### src/rtl/dual_spi_cfg_master.sv
module dual_spi_cfg_master #(
  parameter int NDEV    = 2,
  parameter int DIV_W   = 8,
  parameter int DIV_RST = 3
) (
  input  logic                 clk,
  input  logic                 rst_n,
  input  logic                 cmd_we,
  input  logic [23+NDEV:0]     cmd_wdata,
  input  logic                 cfg_we,
  input  logic [DIV_W-1:0]     cfg_div,
  input  logic [NDEV-1:0]      cfg_rel,
  output logic                 busy,
  output logic [8*NDEV-1:0]    rx_data,
  output logic [NDEV-1:0]      dev_rst_n,
  output logic [NDEV-1:0]      spi_cs_n,
  output logic                 spi_sclk,
  output logic                 sdio_out,
  output logic                 sdio_oe,
  input  logic [NDEV-1:0]      sdio_in
);
  localparam int BITS    = 24;
  localparam int LAST_PH = 2 * BITS;
  localparam int PH_W    = $clog2(LAST_PH + 1);
  localparam logic [PH_W-1:0] PH_END  = PH_W'(LAST_PH);
  localparam logic [PH_W-1:0] PH_RD   = PH_W'(32);
  localparam logic [PH_W-1:0] PH_OFF  = PH_W'(31);

  logic [DIV_W-1:0] div_q, cnt_q;
  logic [PH_W-1:0]  ph_q;
  logic [BITS-1:0]  sh_q;
  logic [NDEV-1:0]  sel_q;
  logic             rnw_q;

  assign sdio_out = sh_q[BITS-1];

  always_ff @(posedge clk or negedge rst_n) begin
    if (!rst_n) begin
      div_q     <= DIV_W'(DIV_RST);
      dev_rst_n <= '0;
      busy      <= 1'b0;
      cnt_q     <= '0;
      ph_q      <= '0;
      sh_q      <= '0;
      sel_q     <= '0;
      rnw_q     <= 1'b0;
      spi_cs_n  <= '1;
      spi_sclk  <= 1'b0;
      sdio_oe   <= 1'b0;
      rx_data   <= '0;
    end else begin
      if (cfg_we) begin
        div_q     <= cfg_div;
        dev_rst_n <= cfg_rel;
      end
      if (!busy && cmd_we) begin
        busy     <= 1'b1;
        sel_q    <= cmd_wdata[24 +: NDEV];
        rnw_q    <= cmd_wdata[23];
        sh_q     <= cmd_wdata[23:0];
        spi_cs_n <= ~cmd_wdata[24 +: NDEV];
        spi_sclk <= 1'b0;
        sdio_oe  <= 1'b1;
        cnt_q    <= '0;
        ph_q     <= '0;
        if (cmd_wdata[23]) rx_data <= '0;
      end else if (busy) begin
        if (cnt_q != div_q) begin
          cnt_q <= cnt_q + 1'b1;
        end else begin
          cnt_q <= '0;
          if (ph_q == PH_END) begin
            busy     <= 1'b0;
            spi_cs_n <= '1;
            sdio_oe  <= 1'b0;
          end else begin
            ph_q <= ph_q + 1'b1;
            if (!ph_q[0]) begin
              spi_sclk <= 1'b1;
              if (rnw_q && ph_q >= PH_RD) begin
                for (int i = 0; i < NDEV; i++)
                  if (sel_q[i]) rx_data[8*i +: 8] <= {rx_data[8*i +: 7], sdio_in[i]};
              end
            end else begin
              spi_sclk <= 1'b0;
              sh_q     <= {sh_q[BITS-2:0], 1'b0};
              if (rnw_q && ph_q == PH_OFF) sdio_oe <= 1'b0;
            end
          end
        end
      end
    end
  end
endmodule

### config.mk
export PLATFORM = sky130hd
export DESIGN_NAME = dual_spi_cfg_master
export DESIGN_NICKNAME = d
export VERILOG_FILES = /design/src/rtl/dual_spi_cfg_master.sv
export SDC_FILE = /design/constraint.sdc
export NUM_CORES = 1
export LEC_CHECK = 0
export BUFFER_PORTS_ARGS = -buffer_cell sky130_fd_sc_hd__buf_2
export CAP_MARGIN = 20
export CORE_MARGIN = 5
export CORE_UTILIZATION = 30
export DETAILED_ROUTE_END_ITERATION = 10
export PLACE_DENSITY = 0.6
export RECOVER_POWER = 25
export SYNTH_ARGS = -nofsm -noshare
export SYNTH_HDL_FRONTEND = slang
export SYNTH_SLANG_ARGS = --single-unit
### constraint.sdc
create_clock -name clk -period 1.87 [get_ports clk]
set_clock_uncertainty 0.1 [all_clocks]
set_input_delay 0.187 -clock clk [delete_from_list [all_inputs] [get_ports clk]]
set_output_delay 0.187 -clock clk [all_outputs]
set_load 0.005 [all_outputs]
==> results.toml, run 1 <==
[routing]
num_vias = 2793
drc_errors = 0
drt-wirelength-per-cell_um = 14.7
vias_per_cell = 4.84
detail-route-antenna-nets = 0
drt_iter0_markers = 150
totalWireLength_mm = 8.49
first_pass_iters = 5

[synth]
yosysSeqAreaShare_pct = 55.4
ys.flop_type = "dfrtp_1"
synth_cells = 297
yosysUniqueCellTypes = 43
syn_nets = 342
ys_ff_latch = 71
ys_warn_count = 0
async_flop_share_pct = 100
synth_area_per_cell_um2 = 10.8
syn_area_um2 = 3210
synth-edff-count = 0

[setup_path]
critPathMaxFanout = 8
path_cells = "xnor2_2 -> nand4_1 -> or2_1 -> buf_6 -> o31a_4 -> a22o_1"
required_ns = 2.02
regToRegSetupSlack_ns = -0.09
worst-r2r-cell-count = 6
cp_slowest_stage_delay_ns = 0.56
worstSetupStartpoint = "div_q[0]"
crit_path_start_kind = "flip-flop"
endpoint_kind = "flip-flop"
r2r-start = "div_q[0]"
critPathArrivalTime_ns = 2.11
endpoint = "rx_data[0]"
crit_type = "reg2reg"
r2r_end = "rx_data[0]"
crit_slowest_cell = "dfstp_2"

[timing]
setup_tns_ns = -1.18
max_freq_mhz = 511
final_hold_viol_count = 0
relSlewSlack_pct = 21.8
fin_crit_sh_pct = 105
rsz0062_at_grt = "true"
setup_slack_ns = -0.0877
drv_slew = 0
post-route-min-period_ns = 1.96
worst_slew_pin_slew_ns = 1.17
setup_violations = 17

[global_routing]
grt_pass1_wl_mm = 13.8
track_usage_pct = 13.2
antenna_found_initial = 0
grt_pass1_vias = 2835
gr-total-overflow = 0
grt_max_degree = 38

[place]
port_buffers = 65
hpwl_mm = 5.64
place_congestion = 0.788
post-place-ws_ns = -0.147

[clocking]
htree_levels = 3
cts_buffers = 9
path_clk_slew_ns = 0.09
insertion_delay_ns = 0.35
cts_max_path_buffers = 2
cts.sinks = 71
clockRootBuffer = "clkbuf_8"
cts_tree = "done"

[run_status]
violations = "setup timing"
outcome = "complete, but fails checks"

[final_layout]
syn_to_final_growth_pct = 47.3
fin_nets = 481
antenna_cells = 0
drive_gt1_share_pct = 38.1

[worst_hold_path]
hp-class = "in2reg"

[power]
comb_power_share_pct = 25.3
pwr-share-clk_pct = 27.4
internal_power_uw = 2940
p_sw_uw = 1380
powerDensity_nw_per_um2 = 914
swShare_pct = 31.9
ir_worst_vdd_mv = 0.313
power.leakage_uw = 0.00219
seq_power_share_pct = 47.3

[floorplan]
core_area_um2 = 10400
fp-row-count = 37
dieArea_um2 = 12900
pin_count = 66
die_x_um = 114
initial_core_util_pct = 31.0
die_h_um = 114

[run]
maxCapViolations = 0
what timing repair did:
action | in CTS | in global routing
hold endpoints to repair | 52 | 0
hold buffers | 36 | 0
resized for setup | 9 | 40
endpoints found under the setup margin | 21 | 43
buffers inserted | 0 | 5
gates cloned | 0 | 3
pin swaps | 14 | 19
kinds of logic after synthesis:
| family | share of synthesized area (%) |
|---|---|
| fa+ha+maj | 1.17 |
| compound gates | 19.2 |
| xor+xnor | 3.00 |
| simple gates | 12.4 |
| mux | 5.41 |
| flops | 55.4 |
| buf+inv | 3.39 |
worst min-delay path by stage:
| stage | from | to | slack (ns) | cells after the start |
|---|---|---|---|---|
| 2_1_floorplan | rst_n | busy | -0.21 | 0 |
| 3_5_place_dp | rst_n | dev_rst_n[1] | 0.08 | 1 |
| 6_report | cmd_wdata[3] | sh_q[3] | 0.01 | 3 |
| 5_1_grt | cmd_wdata[3] | sh_q[3] | 0.009 | 3 |
| 3_3_place_gp | rst_n | dev_rst_n[0] | 0.08 | 1 |
| 4_1_cts | cmd_wdata[3] | sh_q[3] | 0.004 | 3 |
area by class of cell:
| cell class | instances | area [um^2] |
|---|---|---|
| fill | 1002 | 5640 |
| sequential | 71 | 1780 |
| multi-input combinational | 201 | 1450 |
| timing repair buffer | 144 | 1100 |
| tap | 136 | 170 |
| clock buffer | 9 | 124 |
| clock inverter | 7 | 65.1 |
| inverter | 9 | 33.8 |
layout by cell type, fill, tap and decap left out, types with 9 or more instances in the layout:
cell type	count
nand2_1	43
o21ai_1	17
a22o_1	16
dlygate4sd3_1	36
nor2_1	10
buf_4	30
o21ai_0	15
a22oi_1	10
dfrtp_1	67
a22oi_2	11
clkbuf_8	9
mux2_2	11
buf_2	64
sequential cells by signal, summed over array words and instances, names as in the netlist:
signal     cells
rnw_q          1
sh_q          24
rx_data       16
div_q          8
busy           1
ph_q           6
sdio_oe        1
sel_q          2
cnt_q          8
spi_cs_n       2
dev_rst_n      2
worst max-delay path, delay by kind of cell (launching register included):
family	cells	cell delay [ns]
simple gates	2	0.36
buf+inv	1	0.15
xor+xnor	1	0.11
flops	1	0.56
compound gates	2	0.59
cell usage after synthesis (2+ instances only):
master	count	area share, %
mux2_2	11	3.9
clkbuf_1	10	1.2
nand3_1	5	0.78
dfrtp_1	67	52
nor3_1	4	0.62
nand2_1	43	5.0
a21oi_1	3	0.47
or3_1	2	0.39
dfstp_2	4	3.3
a22oi_1	21	4.9
o41ai_1	2	0.55
nor2b_1	2	0.39
xnor2_1	10	2.7
or2_2	3	0.58
mux2i_1	5	1.6
a22o_1	16	4.4
a31oi_1	3	0.58
o211ai_1	2	0.47
buf_2	3	0.47
a21o_1	2	0.47
nand4_1	5	0.97
o311ai_0	2	0.55
o21ai_0	32	5.0
nor3_4	2	1.0
nor2_1	10	1.2
inv_1	9	1.1
ha_1	3	1.2
layer usage:
layer	GRT usage [%]	vias to the layer above	part of all wire, %
met4	5.85	0	2.3
met5	0	-	0
met1	17.5	1372	45
met3	2.55	14	3.9
met2	20.9	53	49
li1	-	1354	-
stage by stage:
step	instances	utilization, %	hold WS, ns	power, uW	area, um^2
6_report	577	45.6	0.0127	4320	4730
5_1_grt	577	45.6	0.00852	4580	4730
4_1_cts	570	43.8	0.00366	4250	4540
3_5_place_dp	518	38.2	0.0804	2990	3960
3_3_place_gp	518	38.2	0.0833	2950	3960
2_1_floorplan	297	-	-0.209	2530	3220
power groups by stage:
stage | combinational, uW | sequential (uW) | clock, uW
floorplan | 489 | 2040 | 0
global placement | 917 | 2040 | 0
detailed placement | 945 | 2040 | 0
CTS | 1010 | 2020 | 1210
global route | 1230 | 2080 | 1270
finish | 1100 | 2040 | 1180
Power figures use the tool's default switching activity.
==> inputs of run 2 (changes only) <==
--- a/config.mk
+++ b/config.mk
@@ -10,8 +10,8 @@
 export CORE_MARGIN = 5
 export CORE_UTILIZATION = 30
 export DETAILED_ROUTE_END_ITERATION = 10
-export PLACE_DENSITY = 0.6
-export RECOVER_POWER = 25
+export PLACE_DENSITY = 0.58
+export RECOVER_POWER = 50
 export SYNTH_ARGS = -nofsm -noshare
 export SYNTH_HDL_FRONTEND = slang
 export SYNTH_SLANG_ARGS = --single-unit
==> constraint.sdc (replaced) <==
create_clock -name clk -period 1.85 [get_ports clk]
set_clock_uncertainty 0.1 [all_clocks]
set_input_delay 0.185 -clock clk [delete_from_list [all_inputs] [get_ports clk]]
set_output_delay 0.185 -clock clk [all_outputs]
set_load 0.005 [all_outputs]
==> results.toml, run 2 (synthesized netlist as in run 1, its figures left out) <==
[run_status]
outcome = "complete, but fails checks"
violations = "setup timing"

[routing]
first_pass_iters = 6
drt_iter0_markers = 122
detail-route-antenna-nets = 0
vias_per_cell = 4.93
totalWireLength_mm = 9.06
num_vias = 2839
drt-wirelength-per-cell_um = 15.7
drc_errors = 0

[floorplan]
pin_count = 66
die_x_um = 114
initial_core_util_pct = 31.0
dieArea_um2 = 12900
fp-row-count = 37
core_area_um2 = 10400
die_h_um = 114

[timing]
setup_tns_ns = -1.29
post-route-min-period_ns = 1.96
final_hold_viol_count = 0
relSlewSlack_pct = 33.2
max_freq_mhz = 511
worst_slew_pin_slew_ns = 1.00
fin_crit_sh_pct = 106
drv_slew = 0
setup_violations = 23
setup_slack_ns = -0.106
rsz0062_at_grt = "true"

[setup_path]
crit_slowest_cell = "dfstp_2"
critPathMaxFanout = 7
path_cells = "xnor2_2 -> nand4_1 -> or2_1 -> buf_6 -> buf_8 -> buf_4 -> o311ai_4 -> o41ai_2"
regToRegSetupSlack_ns = -0.11
r2r_end = "rx_data[15]"
endpoint_kind = "flip-flop"
critPathTopFamily = "flip-flops"
cp_slowest_stage_delay_ns = 0.55
crit_path_start_kind = "flip-flop"
worst-r2r-cell-count = 8
worst-path-buf-inv = 3
cp.depth = 8
r2r-start = "div_q[0]"
crit_type = "reg2reg"
required_ns = 1.98
critPathArrivalTime_ns = 2.08

[final_layout]
largest_register_ffs = 24
top_register = "sh_q"
syn_to_final_growth_pct = 51.9
fillers = 968
fin_nets = 480
mostFrequentLayoutCells = "dfrtp_1 (67), buf_2 (64), nand2_1 (42)"
fin_util_pct = 47.1
top_regs = "sh_q x24, rx_data x16"
antenna_cells = 0
layout_commonest_cell = "dfrtp_1"
drive_gt1_share_pct = 41.4
fin_area_um2 = 4880

[worst_hold_path]
worstHoldEndpoint = "sh_q[2]"
worstHoldStart = "cmd_wdata[2]"
holdPathStages = 3
hp-class = "in2reg"

[power]
power.leakage_uw = 0.00226
ir_worst_vdd_mv = 0.467
comb_power_share_pct = 24.6
swShare_pct = 29.1
internal_power_uw = 3410
pwr-share-clk_pct = 32.5
seq_power_share_pct = 42.8
p_sw_uw = 1400
powerDensity_nw_per_um2 = 986

[clocking]
insertion_delay_ns = 0.34
cts.sinks = 71
cts_max_path_buffers = 2
htree_levels = 3
clockRootBuffer = "clkbuf_8"
cts_tree = "done"
path_clk_slew_ns = 0.09
cts_buffers = 9

[place]
hpwl_mm = 5.36
placed_cell_area_um2 = 3890
port_buffers = 65
place_congestion = 0.783

[global_routing]
track_usage_pct = 13.3
grt_pass1_vias = 2786
grt_pass1_wl_mm = 13.8
grt_max_degree = 72
gr-total-overflow = 0
antenna_found_initial = 0

[run]
maxCapViolations = 0
## run 2: final cells by class
| type | instances | area, um^2 | share of cell area, % |
|---|---|---|---|
| Sequential cell | 71 | 1780 | 36.5 |
| Multi-Input combinational cell | 201 | 1520 | 31.2 |
| Timing Repair Buffer | 143 | 1120 | 23.0 |
| Tap cell | 136 | 170 | 3.49 |
| Clock inverter | 7 | 128 | 2.61 |
| Clock buffer | 9 | 124 | 2.54 |
| Inverter | 9 | 33.8 | 0.692 |
## run 2: how the worst max path moves through the flow
stage / startpoint / end
after global routing: div_q[0] / rx_data[4]
after detailed placement: div_q[1] / rx_data[10]
after CTS: div_q[1] / rx_data[4]
after floorplan: div_q[0] / rx_data[1]
final: div_q[0] / rx_data[15]
after global placement: div_q[0] / rx_data[10]
## run 2: routing by layer
layer / vias up / global-route usage, % / wire length (um)
met5: - / 0 / 0
met4: 0 / 5.69 / 179
met3: 12 / 2.18 / 242
met2: 50 / 21.9 / 4670
met1: 1423 / 17.3 / 3970
li1: 1354 / - / -
## run 2: tightest hold or removal path: cells and delay by family
kind	cells	cell delay [ns]
compound gates	2	0.15
buf+inv	1	0.09
## run 2: power by group through the flow
stage / logic [uW] / registers [uW] / clock network (uW)
after floorplan: 494 / 2060 / 0
after global placement: 916 / 2060 / 0
after detailed placement: 934 / 2070 / 0
after CTS: 1030 / 2040 / 1600
after global routing: 1320 / 2090 / 1670
final: 1190 / 2060 / 1570
## run 2: what timing repair did
| action | CTS | global route |
|---|---|---|
| pin swaps | 16 | 26 |
| hold buffers | 36 | 0 |
| cloned | 0 | 6 |
| setup buffers | 4 | 6 |
| setup endpoints to repair | 20 | 55 |
| endpoints found under the hold margin | 102 | 0 |
| resized for setup | 12 | 60 |
## run 2: metrics by stage
stage               cells  power, uW  hold slack [ns]  worst slack, ns
floorplan             297       2560           -0.211           -0.104
global placement      509       2980            0.128           -0.140
detailed placement    509       3000            0.128           -0.177
CTS                   565       4680       0.00000788           -0.128
global route          576       5080           0.0173           -0.193
finish                576       4810           0.0187           -0.106
==> inputs of run 3 (changes only) <==
--- a/config.mk
+++ b/config.mk
@@ -5,7 +5,7 @@
 export SDC_FILE = /design/constraint.sdc
 export NUM_CORES = 1
 export LEC_CHECK = 0
-export BUFFER_PORTS_ARGS = -buffer_cell sky130_fd_sc_hd__buf_2
+export BUFFER_PORTS_ARGS = -buffer_cell sky130_fd_sc_hd__buf_4
 export CAP_MARGIN = 20
 export CORE_MARGIN = 5
 export CORE_UTILIZATION = 30
==> results.toml, run 3 (synthesized netlist as in run 1, its figures left out) <==
[timing]
post-route-min-period_ns = 1.94
drv_slew = 0
setup_violations = 18
max_freq_mhz = 514
setup_slack_ns = -0.0943
relSlewSlack_pct = 43.8
final_hold_viol_count = 1
fin_crit_sh_pct = 105
worst_slew_pin_slew_ns = 0.842
rsz0062_at_grt = "true"
whs_ns = -0.00171

[final_layout]
antenna_cells = 0
drive_gt1_share_pct = 40.3
top_register = "sh_q"
fin_nets = 482
top_regs = "sh_q x24, rx_data x16"
syn_to_final_growth_pct = 54.5
fin_area_um2 = 4970
fillers = 1000
largest_register_ffs = 24
multiInputGateArea_um2 = 1490
mostFrequentLayoutCells = "buf_4 (88), dfrtp_1 (67), nand2_1 (43)"
layout_commonest_cell = "buf_4"
final-seq-area_um2 = 1780

[floorplan]
pin_count = 66
dieArea_um2 = 12900
die_h_um = 114
die_x_um = 114
initial_core_util_pct = 31.0
core_area_um2 = 10400
fp-row-count = 37

[routing]
detail-route-antenna-nets = 0
drt_iter0_markers = 130
drc_errors = 0
num_vias = 2816
first_pass_iters = 6
vias_per_cell = 4.87
drt-wirelength-per-cell_um = 15.6
totalWireLength_mm = 9.02

[power]
powerDensity_nw_per_um2 = 938
p_total_uw = 4660
internal_power_uw = 3300
seq_power_share_pct = 44.1
ir_worst_vdd_mv = 0.369
p_sw_uw = 1360
comb_power_share_pct = 24.9
power.leakage_uw = 0.00227
pwr-share-clk_pct = 31.1
swShare_pct = 29.2

[clocking]
cts.sinks = 71
cts_buffers = 9
htree_levels = 3
cts_tree = "done"
path_clk_slew_ns = 0.09
cts_max_path_buffers = 2
insertion_delay_ns = 0.36
clockRootBuffer = "clkbuf_8"

[worst_hold_path]
holdPathStages = 3
hp-class = "in2reg"
worstHoldStart = "cmd_wdata[9]"
worstHoldEndpoint = "sh_q[9]"

[run]
maxCapViolations = 0

[global_routing]
grt_max_degree = 46
grt_pass1_vias = 2810
grt_pass1_wl_mm = 14.0
gr-total-overflow = 0
track_usage_pct = 13.4
antenna_found_initial = 0

[setup_path]
required_ns = 1.99
crit_path_start_kind = "flip-flop"
r2r-start = "div_q[1]"
worst-r2r-cell-count = 6
crit_type = "reg2reg"
critPathMaxFanout = 8
critPathArrivalTime_ns = 2.09
endpoint_kind = "flip-flop"
r2r_end = "rx_data[3]"
regToRegSetupSlack_ns = -0.09

[run_status]
outcome = "complete, but fails checks"
violations = "hold timing, setup timing"

[place]
placed_cell_area_um2 = 4060
place_congestion = 0.804
port_buffers = 65
hpwl_mm = 5.60
==> run 3: cell types whose count changed in the layout (fill, tap and decap cells not counted), moves of 5 or more <==
cell,delta
clkbuf_4,+8
o21ai_1,+5
buf_2,-63
o21ai_2,-6
buf_4,+60
==> run 3: critical path: stages, from the launching register on <==
cell	delay (ns)
dfstp_2	0.54
xnor2_1	0.11
nand4_1	0.11
or2_4	0.26
buf_6	0.14
o31a_4	0.37
a22o_1	0.22
==> run 3: how the worst max path moves through the flow <==
stage | from | end | slack, ns | cells after the start
final | div_q[1] | rx_data[3] | -0.09 | 6
after global routing | div_q[7] | rx_data[7] | -0.17 | 6
after CTS | div_q[1] | rx_data[7] | -0.1 | 6
after detailed placement | div_q[1] | rx_data[10] | -0.16 | 6
after global placement | div_q[0] | rx_data[10] | -0.14 | 6
after floorplan | div_q[0] | rx_data[1] | -0.10 | 6
==> run 3: power by group through the flow <==
| stage | Combinational (uW) | Clock [uW] | Sequential (uW) |
|---|---|---|---|
| floorplan | 494 | 0 | 2060 |
| global placement | 956 | 0 | 2060 |
| detailed placement | 978 | 0 | 2070 |
| CTS | 1060 | 1460 | 2040 |
| global route | 1290 | 1530 | 2090 |
| finish | 1160 | 1450 | 2050 |
==> run 3: cell type report <==
class / count / area share [%]
Sequential cell: 71 / 35.9
Clock inverter: 6 / 1.81
Clock buffer: 10 / 2.77
Tap cell: 136 / 3.43
Timing Repair Buffer: 145 / 25.5
Inverter: 9 / 0.680
Multi-Input combinational cell: 201 / 29.9
==> run 3: repair_timing <==
action                                  CTS  global route
endpoints found under the setup margin   18            48
gates cloned                              0             6
hold buffers                             36             0
endpoints found under the hold margin    63             0
buffers inserted                          3             6
resized for setup                         3            61
pin swaps                                 5             9
==> run 3: per-stage QoR <==
| step | setup WS (ns) | util, % | instances | setup TNS, ns |
|---|---|---|---|---|
| 6_report | -0.0943 | 47.9 | 578 | -1.22 |
| 3_3_place_gp | -0.143 | 39.2 | 512 | -1.92 |
| 2_1_floorplan | -0.104 | - | 297 | -1.59 |
| 4_1_cts | -0.0952 | 45.1 | 567 | -1.17 |
| 5_1_grt | -0.168 | 47.9 | 578 | -3.33 |
| 3_5_place_dp | -0.160 | 39.2 | 512 | -2.10 |
==> run 3: metal layers <==
layer	vias up	wire length (um)	track usage [%]
met4	0	195	6.41
met3	10	283	1.91
met2	63	4510	21.6
met1	1384	4030	17.7
li1	1359	-	-
met5	-	0	0
